--- src/rtl/rxcap_pkg.sv ---
package rxcap_pkg;

  typedef enum logic {
    CAP_VALID = 1'b0,
    CAP_RATE  = 1'b1
  } cap_mode_e;

  // next pointer value with wrap at an arbitrary depth
  function automatic int unsigned ptr_next(input int unsigned p, input int unsigned depth);
    return (p + 1 == depth) ? 0 : p + 1;
  endfunction

  // occupancy after one cycle of push/pop
  function automatic int unsigned level_next(input int unsigned lvl, input logic up, input logic dn);
    return lvl + (up ? 1 : 0) - (dn ? 1 : 0);
  endfunction

endpackage

--- src/rtl/rxcap_sticky.sv ---
module rxcap_sticky (
  input  logic clk,
  input  logic rst_n,
  input  logic set_i,
  input  logic clr_i,
  output logic q_o
);
  always_ff @(posedge clk or negedge rst_n) begin
    if (!rst_n)     q_o <= 1'b0;
    else if (set_i) q_o <= 1'b1;
    else if (clr_i) q_o <= 1'b0;
  end
endmodule

--- src/rtl/rxcap_policy.sv ---
module rxcap_policy
  import rxcap_pkg::*;
(
  input  logic      clk,
  input  logic      rst_n,
  input  logic      chan_en,
  input  cap_mode_e mode,
  input  logic      frm_done,
  input  logic      frm_valid,
  input  logic      rate_tick,
  input  logic      push_ok,
  output logic      push_req
);
  logic first_q;   // a sample has been stored since enable
  logic pend_q;    // rate tick seen since last strobe
  logic by_rate;   // rate-tick policy is in its counting phase

  assign by_rate = (mode == CAP_RATE) && first_q;

  always_comb begin
    push_req = 1'b0;
    if (chan_en && frm_done) begin
      if (by_rate) push_req = pend_q | rate_tick;
      else         push_req = frm_valid;
    end
  end

  always_ff @(posedge clk or negedge rst_n) begin
    if (!rst_n) begin
      first_q <= 1'b0;
      pend_q  <= 1'b0;
    end else if (!chan_en) begin
      first_q <= 1'b0;
      pend_q  <= 1'b0;
    end else begin
      if (push_ok) first_q <= 1'b1;
      if (!by_rate)       pend_q <= 1'b0;
      else if (frm_done)  pend_q <= 1'b0;
      else if (rate_tick) pend_q <= 1'b1;
    end
  end
endmodule

--- src/rtl/rxcap_fifo.sv ---
module rxcap_fifo
  import rxcap_pkg::*;
#(
  parameter int W = 16,
  parameter int D = 8
) (
  input  logic                     clk,
  input  logic                     rst_n,
  input  logic                     push,
  input  logic [W-1:0]             din,
  input  logic                     pop,
  output logic [W-1:0]             dout,
  output logic [$clog2(D+1)-1:0]   level,
  output logic                     full,
  output logic                     empty,
  output logic                     push_ok,
  output logic                     push_drop,
  output logic                     pop_ok,
  output logic                     pop_empty
);
  localparam int AW = (D > 1) ? $clog2(D) : 1;
  localparam int LW = $clog2(D + 1);

  logic [W-1:0]  mem [D];
  logic [AW-1:0] wptr, rptr;
  logic [LW-1:0] cnt;

  assign full      = (cnt == LW'(D));
  assign empty     = (cnt == '0);
  assign push_ok   = push & ~full;
  assign push_drop = push & full;
  assign pop_ok    = pop & ~empty;
  assign pop_empty = pop & empty;
  assign level     = cnt;

  always_ff @(posedge clk) begin
    if (push_ok) mem[wptr] <= din;
  end

  always_ff @(posedge clk or negedge rst_n) begin
    if (!rst_n) begin
      wptr <= '0;
      rptr <= '0;
      cnt  <= '0;
      dout <= '0;
    end else begin
      if (push_ok) wptr <= AW'(ptr_next(32'(wptr), D));
      if (pop_ok) begin
        dout <= mem[rptr];
        rptr <= AW'(ptr_next(32'(rptr), D));
      end
      cnt <= LW'(level_next(32'(cnt), push_ok, pop_ok));
    end
  end
endmodule

--- src/rtl/smp_rx_capture.sv ---
module smp_rx_capture
  import rxcap_pkg::*;
#(
  parameter int W = 16,
  parameter int D = 8
) (
  input  logic                   clk,
  input  logic                   rst_n,
  input  logic                   frm_done,
  input  logic [W-1:0]           frm_sample,
  input  logic                   frm_valid,
  input  logic                   chan_en,
  input  logic                   mode_sel,
  input  logic                   rate_tick,
  input  logic                   rd_en,
  input  logic                   ovr_clr,
  input  logic                   udr_clr,
  output logic [W-1:0]           rd_data,
  output logic [$clog2(D+1)-1:0] level,
  output logic                   empty,
  output logic                   full,
  output logic                   overrun,
  output logic                   underrun
);
  // named internal events, observed by the bound checker
  logic push_req, push_ok, push_drop, pop_ok, pop_empty;

  rxcap_policy u_policy (
    .clk       (clk),
    .rst_n     (rst_n),
    .chan_en   (chan_en),
    .mode      (cap_mode_e'(mode_sel)),
    .frm_done  (frm_done),
    .frm_valid (frm_valid),
    .rate_tick (rate_tick),
    .push_ok   (push_ok),
    .push_req  (push_req)
  );

  rxcap_fifo #(.W(W), .D(D)) u_fifo (
    .clk       (clk),
    .rst_n     (rst_n),
    .push      (push_req),
    .din       (frm_sample),
    .pop       (rd_en),
    .dout      (rd_data),
    .level     (level),
    .full      (full),
    .empty     (empty),
    .push_ok   (push_ok),
    .push_drop (push_drop),
    .pop_ok    (pop_ok),
    .pop_empty (pop_empty)
  );

  rxcap_sticky u_ovr (
    .clk   (clk),
    .rst_n (rst_n),
    .set_i (push_drop),
    .clr_i (ovr_clr),
    .q_o   (overrun)
  );

  rxcap_sticky u_udr (
    .clk   (clk),
    .rst_n (rst_n),
    .set_i (pop_empty),
    .clr_i (udr_clr),
    .q_o   (underrun)
  );
endmodule

--- config.mk ---
export PLATFORM = sky130hd
export DESIGN_NAME = smp_rx_capture
export DESIGN_NICKNAME = d
export VERILOG_FILES = /design/src/rtl/rxcap_pkg.sv /design/src/rtl/rxcap_sticky.sv /design/src/rtl/rxcap_policy.sv /design/src/rtl/rxcap_fifo.sv /design/src/rtl/smp_rx_capture.sv
export SDC_FILE = /design/constraint.sdc
export NUM_CORES = 1
export LEC_CHECK = 0
export CORE_MARGIN = 10
export CORE_UTILIZATION = 45
export DETAILED_ROUTE_END_ITERATION = 7
export DONT_BUFFER_PORTS = 1
export SYNTH_ARGS = -nofsm -noshare
export SYNTH_HDL_FRONTEND = slang
export SYNTH_SLANG_ARGS = --single-unit
--- constraint.sdc ---
create_clock -name clk -period 6.1 [get_ports clk]
set_clock_uncertainty 0.2 [all_clocks]
set_input_delay 0.305 -clock clk [delete_from_list [all_inputs] [get_ports clk]]
set_output_delay 0.305 -clock clk [all_outputs]
set_load 0.01 [all_outputs]
==> results of run 1 <==
-- power by group --
| group | switching (W) | total, W | internal (W) |
|---|---|---|---|
| clock network | 0.000399 | 0.00106 | 0.000660 |
| registers | 0.000188 | 0.00148 | 0.00130 |
| logic | 0.000410 | 0.000777 | 0.000368 |
-- layout make-up --
cell class	count	share of cell area
Inverter	16	0.00874
Clock buffer	20	0.0614
Multi-Input combinational cell	176	0.220
Clock inverter	12	0.0190
Sequential cell	158	0.617
Timing Repair Buffer	33	0.0427
Tap cell	180	0.0303
Antenna cell	1	0.000336
-- cell usage in the layout, fill, tap and decap left out, drive strengths merged --
| cell | synthesis | final |
|---|---|---|
| dlygate4sd3 | 0 | 23 |
| mux2i | 32 | 32 |
| a21o | 1 | 1 |
| inv | 16 | 17 |
| edfxtp | 128 | 128 |
| bufinv | 0 | 3 |
| a21boi | 1 | 1 |
| xor2 | 1 | 1 |
| nand3b | 1 | 1 |
| clkinv | 0 | 6 |
| o211a | 1 | 1 |
| clkinvlp | 0 | 2 |
| nand2 | 5 | 5 |
| nor4 | 4 | 4 |
| o31ai | 16 | 16 |
| o211ai | 1 | 1 |
| o22ai | 17 | 17 |
| clkbuf | 5 | 20 |
| xnor2 | 5 | 5 |
| and2 | 1 | 1 |
| fa | 1 | 1 |
| or3b | 1 | 1 |
| nor3b | 1 | 1 |
| a21oi | 1 | 1 |
| nor3 | 2 | 2 |
| mux2 | 34 | 34 |
| diode | 0 | 1 |
| nor2 | 1 | 1 |
| buf | 13 | 10 |
| and3b | 1 | 1 |
| nor2b | 1 | 1 |
| nand2b | 2 | 2 |
| a22o | 16 | 16 |
| ha | 8 | 8 |
| o2111ai | 1 | 1 |
| o21ai | 18 | 18 |
| dfrtp | 30 | 30 |
| and4 | 2 | 2 |
-- path summary, 6_finish.rpt --
check | slack (ns) | end | start
max reg2reg | 3.35 | u_fifo.level[2] | u_fifo.level[2]
min reg2reg | 0.31 | u_policy.first_q | u_policy.first_q
min | 0.06 | u_policy.pend_q | mode_sel
max | 3.35 | u_fifo.level[2] | u_fifo.level[2]
min in group asynchronous | 0.16 | u_fifo.wptr[2] | rst_n
max in group asynchronous | 5.35 | u_fifo.rptr[0] | rst_n
-- critical path, delay by kind of cell, from the launching register on --
family	cells	cell delay, ns
xor gates and xnor gates	1	0.13
adders and majority gates	4	0.94
buffers and inverters	5	0.60
DFF	1	0.41
and+or+nand+nor	2	0.34
-- metrics by stage --
stage                      util  std cells  worst slack, ns
after floorplan               -        368             2.86
after global placement    0.475        539             3.42
after detailed placement  0.475        539             3.33
after CTS                 0.536        595             3.30
after global routing      0.536        596             3.17
final                     0.536        596             3.35
-- layer usage --
metal / part of all wire / GRT usage
met5: 0 / 0
met1: 0.41 / 0.160
met3: 0.056 / 0.0500
met2: 0.52 / 0.234
met4: 0.012 / 0.0566
-- kinds of logic after synthesis --
group	Yosys count	synth area share
and+or+nand+nor	22	0.0216
xor gates and xnor gates	6	0.00824
DFF	158	0.720
buffers and inverters	34	0.0298
adders and majority gates	9	0.0188
muxes	66	0.111
AOI/OAI and AO/OA	73	0.0904
-- what timing repair did --
item / in CTS / in global routing
hold endpoints to repair: 163 / 0
setup endpoints to repair: 0 / 0
hold buffers: 24 / 0
-- registers in the layout, summed over array words and instances, names as in the netlist --
signal / flops
u_fifo.dout: 16
u_policy.first_q: 1
u_fifo.wptr: 3
u_fifo.mem: 128
u_ovr.q_o: 1
u_policy.pend_q: 1
u_udr.q_o: 1
u_fifo.level: 4
u_fifo.rptr: 3
==> impl_metrics.yaml, run 1 <==
finish:
  area_growth_pct: 16.7
  multi_input_area_sq_um: 1640
  regArea_sq_um: 4600
  fin_area_sq_um: 7440
  drive_gt1_frac: 0.243
  n_fill_cell: 1093
  final_nets: 437
die:
  die_h_um: 139
  std_cell_rows: 43
  die_area_sq_um: 19300
  start_util: 0.460
  coreArea_sq_um: 13900
  die_x_um: 139
  pin_count: 50
placement:
  dpl_cell_area_sq_um: 6590
  dp_hpwl_um: 7270
  portBuffers: 0
  gp_congestion: 0.717
pwr:
  power.density_nw_per_um2: 446
  leakagePower_nw: 2.67
  p_total_w: 0.00332
  max-vdd-ir-drop_mv: 0.219
detailed_routing:
  firstDrtPassIters: 4
  vias: 3221
  first_iter_violations: 163
  post_drt_wl_per_cell_um: 22.1
  post-route-drc-count: 0
  detail-route-antenna-nets: 0
  wl_um: 13100
  vias_per_cell: 5.40
timing:
  setup_viol: 0
  fmax_mhz: 363
  fin_setup_tns_ns: 0
  tightest_slew_ns: 0.944
  fin_crit_ns: 2.75
  max_slew_margin: 0.370
  slew_violations: 0
  whs_ns: 0.0587
  rsz0062_at_grt: "no"
  finalHoldViolCount: 0
  period_share: 0.451
min_path:
  holdPathStages: 2
  min_path_type: "primary input to flop"
global_routing:
  grt_max_degree: 38
  antenna_found_initial: 1
  first_global_vias: 3408
  grt_pass1_wl_um: 20600
  grt_usage: 0.140
  overflow: 0
synth:
  synth-seq-cells: 158
  synth_common_cells: "128 x edfxtp_1, 33 x mux2_2, 32 x mux2i_1"
  synth-edff-count: 128
  synth_area_sq_um: 6380
  ys_types: 39
  synth_top_area_frac: 0.603
  ys_warn_count: 0
  syn_area_per_cell_sq_um: 17.3
  synth-async-reset-ratio: 0.190
  syn-num-nets: 403
  synth_top_area_cell: "edfxtp_1"
  ys.flop_type: "edfxtp_1"
  yosysMostFrequentCell: "edfxtp_1"
  syn_inst: 368
  synth_area_leaders: "edfxtp_1 60%, dfrtp_1 12%, mux2_2 5.8%"
  ys_seq_area_frac: 0.720
setup_path:
  cpMostUsedCell: "inv_1"
  end_kind: "flop"
  r2r_cells: 12
  crit_required_ns: 6.20
  crit_arrival_ns: 2.85
  max_stage_delay_ns: 0.41
  crit_path_top_delay_cell: "dfrtp_1"
  critPathKind: "flop to flop"
  cp-start-kind: "flop"
  worst-path-max-fanout: 20
  critical_path.cell_chain: "inv_1, ha_1, nor3b_2, buf_4, nand2b_1, inv_1, ha_1, inv_1, ha_1, inv_1, fa_1, xnor2_1"
clock_network:
  numCtsBuffers: 17
  cts_root_buf: "clkbuf_16"
  cts.sink_count: 158
  cts_max_level: 4
  clock_latency_ns: 0.42
  cts_tree: "done"
  clkTransAtPathRegs_ns: 0.06
  clock_path_buffers: 2
  cts_setup_buffers: 0
  ctsResizeCount: 0
run_status:
  status: "complete, no violations"
flow_run:
  maxCapViolCount: 0
(Power assumes the default switching activity.)
==> run 2: changes to the inputs <==
ABC_AREA = 1   (was not set)
clock period = 2.24 ns   (was 6.1 ns; I/O delays follow)
==> impl_metrics.yaml, run 2 <==
run_status:
  status: "complete, no violations"
synth:
  synth-seq-cells: 158
  synth_area_leaders: "edfxtp_1 56%, nand2_1 11%, dfrtp_1 11%"
  synth_top_area_cell: "edfxtp_1"
  yosysMostFrequentCell: "nand2_1"
  synth_area_sq_um: 6860
  synth-edff-count: 128
  syn-num-nets: 682
  synth_common_cells: "209 x nand2_1, 128 x edfxtp_1, 112 x inv_1"
  synth-async-reset-ratio: 0.190
  ys.flop_type: "edfxtp_1"
  ys_warn_count: 0
  ys_seq_area_frac: 0.670
  ys_types: 24
  syn_inst: 647
  syn_area_per_cell_sq_um: 10.6
  synth_top_area_frac: 0.560
finish:
  final_common_cell: "nand2_1"
  area_growth_pct: 17.7
  drive_gt1_frac: 0.116
  top_register: "u_fifo.mem"
  final_nets: 736
  largest_reg_flops: 128
  final_cells: 903
  final_util: 0.535
  layout_common_cells: "209 x nand2_1, 128 x edfxtp_1, 109 x inv_1"
setup_path:
  crit_arrival_ns: 2.30
  worst-path-max-fanout: 3
  crit_required_ns: 2.36
  cp-start-kind: "flop"
  critPathKind: "flop to flop"
  end_kind: "flop"
flow_run:
  maxCapViolCount: 0
pwr:
  power.density_nw_per_um2: 1160
  leakagePower_nw: 3.55
  max-vdd-ir-drop_mv: 0.655
  p_total_w: 0.00938
timing:
  fin_crit_ns: 2.18
  slew_violations: 0
  rsz0062_at_grt: "no"
  fmax_mhz: 458
  period_share: 0.974
  setup_viol: 0
  finalHoldViolCount: 0
  tightest_slew_ns: 0.437
  whs_ns: 0.0839
  max_slew_margin: 0.709
die:
  std_cell_rows: 45
  die_area_sq_um: 20600
  coreArea_sq_um: 15100
  die_x_um: 143
  die_h_um: 143
  pin_count: 50
  start_util: 0.455
clock_network:
  clock_path_buffers: 2
  clock_latency_ns: 0.42
  cts_root_buf: "clkbuf_16"
  clkTransAtPathRegs_ns: 0.07
  cts_max_level: 4
  cts.sink_count: 158
  numCtsBuffers: 17
  cts_tree: "done"
global_routing:
  antenna_found_initial: 1
  grt_usage: 0.156
  first_global_vias: 4391
  grt_max_degree: 66
  grt_pass1_wl_um: 24100
  overflow: 0
placement:
  dp_hpwl_um: 9360
  placedCellCount: 835
  portBuffers: 0
  gp_congestion: 0.825
detailed_routing:
  post-route-drc-count: 0
  detail-route-antenna-nets: 0
  firstDrtPassIters: 7
  first_iter_violations: 371
  post_drt_wl_per_cell_um: 17.1
  vias_per_cell: 4.95
  wl_um: 15500
  vias: 4466
min_path:
  min_path_type: "primary input to asynchronous set/reset pin"
## run 2: cell types whose count changed after synthesis, sizes merged, moves of 4 or more
cell    delta
inv       +99
o31ai     -16
mux2      -34
buf       +13
o22ai     -17
nand3    +102
clkbuf     -4
mux2i     -32
nor4       -4
a22o      -16
o21ai     -14
nor2       +8
nand2    +208
## run 2: layout make-up
cell class,instances,area [sq um]
Multi-Input combinational cell,345,1610
Inverter,117,440
Clock buffer,18,429
Clock inverter,14,121
Fill cell,1312,7010
Tap cell,188,235
Sequential cell,158,4600
Timing Repair Buffer,62,643
Antenna cell,1,2.50
## run 2: final timing paths
check / endpoint / start / slack, ns / cells after the start
worst max register to register: u_fifo.level[1] / u_fifo.level[2] / 0.06 / 11
worst max-delay path: u_fifo.level[1] / u_fifo.level[2] / 0.06 / 11
min in group clk: u_udr.q_o / rd_en / 0.15 / 3
worst min register to register: u_fifo.dout[12] / u_fifo.dout[12] / 0.35 / 2
max in group asynchronous: u_fifo.rptr[0] / rst_n / 1.54 / 3
worst min-delay path: u_fifo.dout[13] / rst_n / 0.08 / 3
## run 2: logic make-up after synthesis
| kind of cell | after synthesis | share of synthesized area |
|---|---|---|
| buffers and inverters | 144 | 0.101 |
| and+or+nand+nor | 325 | 0.201 |
| DFF | 158 | 0.670 |
| xor gates and xnor gates | 5 | 0.00638 |
| adders and majority gates | 9 | 0.0175 |
| AOI/OAI and AO/OA | 6 | 0.00492 |
## run 2: through the flow
step                setup WS [ns]  TNS [ns]  instance area (sq um)
floorplan                 -0.0927     -6.98                   6870
global placement            0.112         0                   7130
detailed placement        0.00999         0                   7130
CTS                       0.00165         0                   8040
global route              0.00270         0                   8080
finish                     0.0584         0                   8080
## run 2: routing by layer
| layer | vias up | share of wire | GRT usage |
|---|---|---|---|
| met4 | 0 | 0.019 | 0.0661 |
| met2 | 139 | 0.49 | 0.251 |
| li1 | 2174 | - | - |
| met5 | - | 0 | 0 |
| met3 | 22 | 0.068 | 0.0452 |
| met1 | 2131 | 0.42 | 0.193 |
## run 2: critical path, stage by stage (launching register included)
cell and delay [ns]:
dfrtp_1 0.40, inv_2 0.09, ha_4 0.14, nand3_4 0.07, nand2_4 0.07, inv_2 0.04, ha_1 0.26, inv_1 0.06
ha_2 0.17, inv_2 0.04, fa_2 0.51, inv_1 0.04
## run 2: what timing repair did
action / CTS / global route
endpoints found under the setup margin: 1 / 2
pin swaps: 0 / 2
hold buffers: 33 / 0
buffers inserted: 0 / 2
gates resized for setup: 1 / 6
endpoints found under the hold margin: 186 / 0
## run 2: power by group
part | internal (W) | switching (W)
Sequential | 0.00353 | 0.000292
Clock | 0.00153 | 0.00115
Combinational | 0.00102 | 0.00186
